[config.mk]
export PLATFORM = sky130hd
export DESIGN_NAME = key_file_top
export DESIGN_NICKNAME = d
export VERILOG_FILES = /design/src/rtl/key_file_pkg.sv /design/src/rtl/key_prot_ctrl.sv /design/src/rtl/key_word_bank.sv /design/src/rtl/key_file_top.sv
export SDC_FILE = /design/constraint.sdc
export NUM_CORES = 1
export LEC_CHECK = 0
export BUFFER_PORTS_ARGS = -buffer_cell sky130_fd_sc_hd__buf_2
export CORE_MARGIN = 4
export CORE_UTILIZATION = 55
export CTS_CLUSTER_SIZE = 10
export DETAILED_ROUTE_END_ITERATION = 8
export PLACE_DENSITY = 0.83
export SKIP_CTS_REPAIR_TIMING = 1
export SLEW_MARGIN = 30
export SYNTH_ARGS = -nofsm -noshare
export SYNTH_HDL_FRONTEND = slang
export SYNTH_SLANG_ARGS = --single-unit
[constraint.sdc]
create_clock -name clk -period 2.95 [get_ports clk]
set_input_delay 0.295 -clock clk [delete_from_list [all_inputs] [get_ports clk]]
set_output_delay 0.295 -clock clk [all_outputs]
set_load 0.02 [all_outputs]
[src/rtl/key_file_pkg.sv]
package key_file_pkg;
  parameter int WORD_W     = 32;
  parameter int KEY_WORDS  = 8;
  parameter int IDX_W      = $clog2(KEY_WORDS);
  parameter int ADDR_W     = IDX_W + 1;
  parameter int KEY_W      = WORD_W * KEY_WORDS;
  parameter int PROT_BIT   = 31;
  parameter int UNLK_W     = 5;
  parameter int UNLK_LO    = 26;
  parameter int KSZ_W      = 2;
  parameter int KSZ_LO     = 2;
  parameter logic [UNLK_W-1:0] UNLOCK_CODE = 5'b10110;
  parameter logic [ADDR_W-1:0] CTRL_ADDR   = '0;

  typedef struct packed {
    logic             keyWe;
    logic [IDX_W-1:0] keyIdx;
    logic             wipe;
    logic             maskRead;
  } keyStrobeT;
endpackage

[src/rtl/key_prot_ctrl.sv]
module key_prot_ctrl
  import key_file_pkg::*;
(
  input  logic              clk,
  input  logic              rstN,
  input  logic              engineBusy,
  input  logic              busWe,
  input  logic [ADDR_W-1:0] busAddr,
  input  logic              protBitIn,
  input  logic [UNLK_W-1:0] unlockIn,
  input  logic [KSZ_W-1:0]  sizeIn,
  output keyStrobeT         strobes,
  output logic [WORD_W-1:0] ctrlImage,
  output logic [KSZ_W-1:0]  keySize,
  output logic              protectOn
);
  logic              ctrlWrite;
  logic              keyRegion;
  logic              unlockHit;
  logic              protectQ;
  logic [UNLK_W-1:0] unlockQ;
  logic [KSZ_W-1:0]  sizeQ;

  // control writes count only when the engine is idle
  assign ctrlWrite = busWe && (busAddr == CTRL_ADDR) && !engineBusy;
  assign keyRegion = busAddr[ADDR_W-1];
  assign unlockHit = ctrlWrite && !protBitIn && (unlockIn == UNLOCK_CODE);

  always_ff @(posedge clk or negedge rstN) begin
    if (!rstN) begin
      protectQ <= 1'b0;
      unlockQ  <= '0;
      sizeQ    <= '0;
    end else if (ctrlWrite) begin
      unlockQ <= unlockIn;
      sizeQ   <= sizeIn;
      if (protBitIn) begin
        protectQ <= 1'b1;
      end else if (unlockHit) begin
        protectQ <= 1'b0;
      end
    end
  end

  always_comb begin
    strobes.keyWe    = busWe && keyRegion && !engineBusy && !protectQ;
    strobes.keyIdx   = busAddr[IDX_W-1:0];
    strobes.wipe     = unlockHit;
    strobes.maskRead = protectQ;
  end

  always_comb begin
    ctrlImage = '0;
    ctrlImage[PROT_BIT] = protectQ;
    ctrlImage[UNLK_LO +: UNLK_W] = unlockQ;
    ctrlImage[KSZ_LO +: KSZ_W] = sizeQ;
  end

  assign keySize   = sizeQ;
  assign protectOn = protectQ;
endmodule

[src/rtl/key_word_bank.sv]
module key_word_bank
  import key_file_pkg::*;
(
  input  logic              clk,
  input  logic              rstN,
  input  keyStrobeT         strobes,
  input  logic [WORD_W-1:0] busWdata,
  input  logic [ADDR_W-1:0] busAddr,
  input  logic [WORD_W-1:0] ctrlImage,
  output logic [WORD_W-1:0] busRdata,
  output logic [KEY_W-1:0]  keyOut
);
  logic [WORD_W-1:0] words [KEY_WORDS];

  for (genvar i = 0; i < KEY_WORDS; i++) begin : gWord
    always_ff @(posedge clk or negedge rstN) begin
      if (!rstN) begin
        words[i] <= '0;
      end else if (strobes.wipe) begin
        words[i] <= '0;
      end else if (strobes.keyWe && (strobes.keyIdx == IDX_W'(i))) begin
        words[i] <= busWdata;
      end
    end
    assign keyOut[i*WORD_W +: WORD_W] = words[i];
  end

  always_comb begin
    if (busAddr == CTRL_ADDR) begin
      busRdata = ctrlImage;
    end else if (busAddr[ADDR_W-1] && !strobes.maskRead) begin
      busRdata = words[busAddr[IDX_W-1:0]];
    end else begin
      busRdata = '0;
    end
  end
endmodule

[src/rtl/key_file_top.sv]
module key_file_top
  import key_file_pkg::*;
(
  input  logic              clk,
  input  logic              rstN,
  input  logic              engineBusy,
  input  logic              busWe,
  input  logic [ADDR_W-1:0] busAddr,
  input  logic [WORD_W-1:0] busWdata,
  output logic [WORD_W-1:0] busRdata,
  output logic [KEY_W-1:0]  keyOut,
  output logic [KSZ_W-1:0]  keySize,
  output logic              protectOn
);
  keyStrobeT         strobes;
  logic [WORD_W-1:0] ctrlImage;

  key_prot_ctrl u_ctrl (
    .clk       (clk),
    .rstN      (rstN),
    .engineBusy(engineBusy),
    .busWe     (busWe),
    .busAddr   (busAddr),
    .protBitIn (busWdata[PROT_BIT]),
    .unlockIn  (busWdata[UNLK_LO +: UNLK_W]),
    .sizeIn    (busWdata[KSZ_LO +: KSZ_W]),
    .strobes   (strobes),
    .ctrlImage (ctrlImage),
    .keySize   (keySize),
    .protectOn (protectOn)
  );

  key_word_bank u_bank (
    .clk      (clk),
    .rstN     (rstN),
    .strobes  (strobes),
    .busWdata (busWdata),
    .busAddr  (busAddr),
    .ctrlImage(ctrlImage),
    .busRdata (busRdata),
    .keyOut   (keyOut)
  );
endmodule

==> flow_summary.ini <==
[cts]
clkSlewWorstSetupHoldPaths_ns = 0.06
clockRootBuffer = clkbuf_16
cts_buffers = 30
cts-htree-levels = 1
clock-sinks = 264
clk_path_buf_depth = 3
cts_tree = done
insertion_delay_ns = 0.54

[finish]
finish.instance_area_um2 = 15400
final_cells = 1945
syn_to_final_growth_pct = 20.8
n_antenna_cell = 0
layout-drive-gt1-share_pct = 31.4
fillers = 1736
fin_nets = 1670

[timing]
rsz0062_at_grt = false
slew_viol_final = 0
timing_hold_violations_final = 0
whs_ns = 0.0689
clock_skew_ns = 0.0148
fin_ws_ns = 0.148
setup_viol = 0
fmax_mhz = 357
post-route-min-period_ns = 2.80
worst_slew_pin_slew_ns = 0.922
finalCritPeriodShare_pct = 95.0
tns_ns = 0
max_slew_margin_pct = 38.4

[synthesis]
ys.warnings.count = 0
ys_seq_elements = 264
synth_cell_types = 35
synthFlopType = dfrtp_1
synth_most_common_cell = nand2_1
seq_area_frac_synth_pct = 51.7
synthCells = 1360
synthTopCellsByArea = dfrtp_1 52%, nand2_1 15%, a21oi_1 10%
synth_top_area_share_pct = 51.7
async_flop_share_pct = 100
yosys.area.top_type = dfrtp_1
synth-edff-count = 0
syn_area_per_cell_um2 = 9.40
syn-num-nets = 1400
syn_area_um2 = 12800
ys_top_cells_by_count = 522 x nand2_1, 264 x dfrtp_1, 257 x a21oi_1, 56 x mux4_2, 51 x buf_2

[power]
powerDensity_nw_per_um2 = 481
vdd_ir_drop_max_v = 0.000486
leakage_uw = 0.00762

[worst_hold_path]
worst_hold_startpoint = busWdata[15]
hp-class = input port to register

[place]
io_buffers = 330
place_area_um2 = 14600
place.gp.congestion = 0.919
place_ws_ns = 0.517
hpwlAfterDp_mm = 29.4
dp_cells = 1910

[route]
wire_per_inst_um = 22.4
wl_mm = 43.5
drt_iter0_drc = 1333
drtPass1Iterations = 6
drcViolationCount = 0
vias = 11900
detail-route-antenna-nets = 0
vias_per_cell = 6.13

[floorplan]
fp.coreArea_um2 = 22800
die_y_um = 160
start_util_pct = 56.1
ioPinCount = 331
die_w_um = 160
dieArea_um2 = 25800
rows = 55

[grt]
antenna_found_initial = 0
grt.overflow.total = 0
grt_pass1_wl_mm = 68.3
first_global_vias = 12000
grt_max_degree = 117
grt_usage_pct = 33.4

[outcome]
outcome = finished clean

[setup_path]
required_ns = 2.65
startpoint_type = register
crit_path_start = u_ctrl.protectOn
endpoint_kind = output pin
critPathCapture = busRdata[28]
cp_max_fo = 12
setup.worst_path.class = register to output pin
rr_worst_depth = 5
cp.arrival_ns = 2.51
r2r-end = u_bank.keyOut[37]
ff2ff_setup_slack_ns = 0.42
r2r_start = u_ctrl.protectOn

[job]
maxCapViolations = 0
[cell usage in the layout, fill, tap and decap left out, drive strengths merged]
cell         count
nand2b           8
nor2b            2
a21o             1
a22o             1
inv              8
nand2          522
nor4bb           1
and4bb           1
a21oi          257
or3              6
bufinv           1
and2             1
and4b            1
a222oi           7
mux2            37
buf            375
clkbuf          33
mux4            56
o21ai           18
nand4bb          1
dfrtp          264
and4             1
nand3            3
or2              1
a32oi            1
nor4             1
nor3             8
dlygate4sd3      1
nor2            15
[registers in the layout, summed over array words and instances, names as in the netlist]
| signal | flops |
|---|---|
| u_ctrl.keySize | 2 |
| u_bank.keyOut | 256 |
| u_ctrl.protectOn | 1 |
| u_ctrl.unlockQ | 5 |
[worst min-delay path by stage]
stage                                    end  depth (start not counted)  slack, ns
final                      u_bank.keyOut[15]                          3       0.07
after CTS                 u_bank.keyOut[127]                          1      -0.22
after floorplan             u_bank.keyOut[0]                          0    -0.0006
after detailed placement  u_bank.keyOut[127]                          1       0.34
after global routing       u_bank.keyOut[15]                          3       0.07
after global placement     u_bank.keyOut[90]                          1       0.34
[per-stage QoR]
stage | utilization [%] | power [uW]
after CTS | 67.8 | 7450
after floorplan | - | 4010
after global routing | 67.8 | 7640
after detailed placement | 64.2 | 4210
final | 67.8 | 7420
after global placement | 64.2 | 4200
[metal layers]
metal	global-route usage (%)	vias to the layer above	share of wire (%)
met5	0	-	0
met4	16.1	0	5.3
met3	7.65	182	11
met2	53.7	896	48
met1	43.1	5787	35
li1	-	5065	-
[power breakdown]
group          total (uW)  leakage [uW]  switching [uW]  internal [uW]
combinational         451       0.00356             309            141
clock                3270      0.000399            1350           1920
sequential           3700       0.00366            33.2           3670
total                7420       0.00762            1690           5730
[critical path: stages, from the launching register on]
cell	delay, ns
dfrtp_1	0.44
nand2b_2	0.40
nor2_1	0.43
a222oi_1	0.19
o21ai_0	0.28
buf_2	0.23
[cell type report]
cell class,count,area [um^2],share of cell area (%)
inverters,8,30.0,0.194
clock buffers,33,783,5.07
clock inverters,1,30.0,0.194
flip-flops and latches,264,6610,42.8
multi-input cells,950,5510,35.6
repair buffers,376,2100,13.6
well taps,313,392,2.54
[cells by family (layout without fill, tap and decap cells)]
family	Yosys count	after routing	synth area share, %
mux	93	93	13.1
simple gates	572	572	18.0
buf+inv	146	418	5.72
compound gates	285	285	11.5
flops	264	264	51.7
Note: power is estimated with default switching activity, not from simulation.
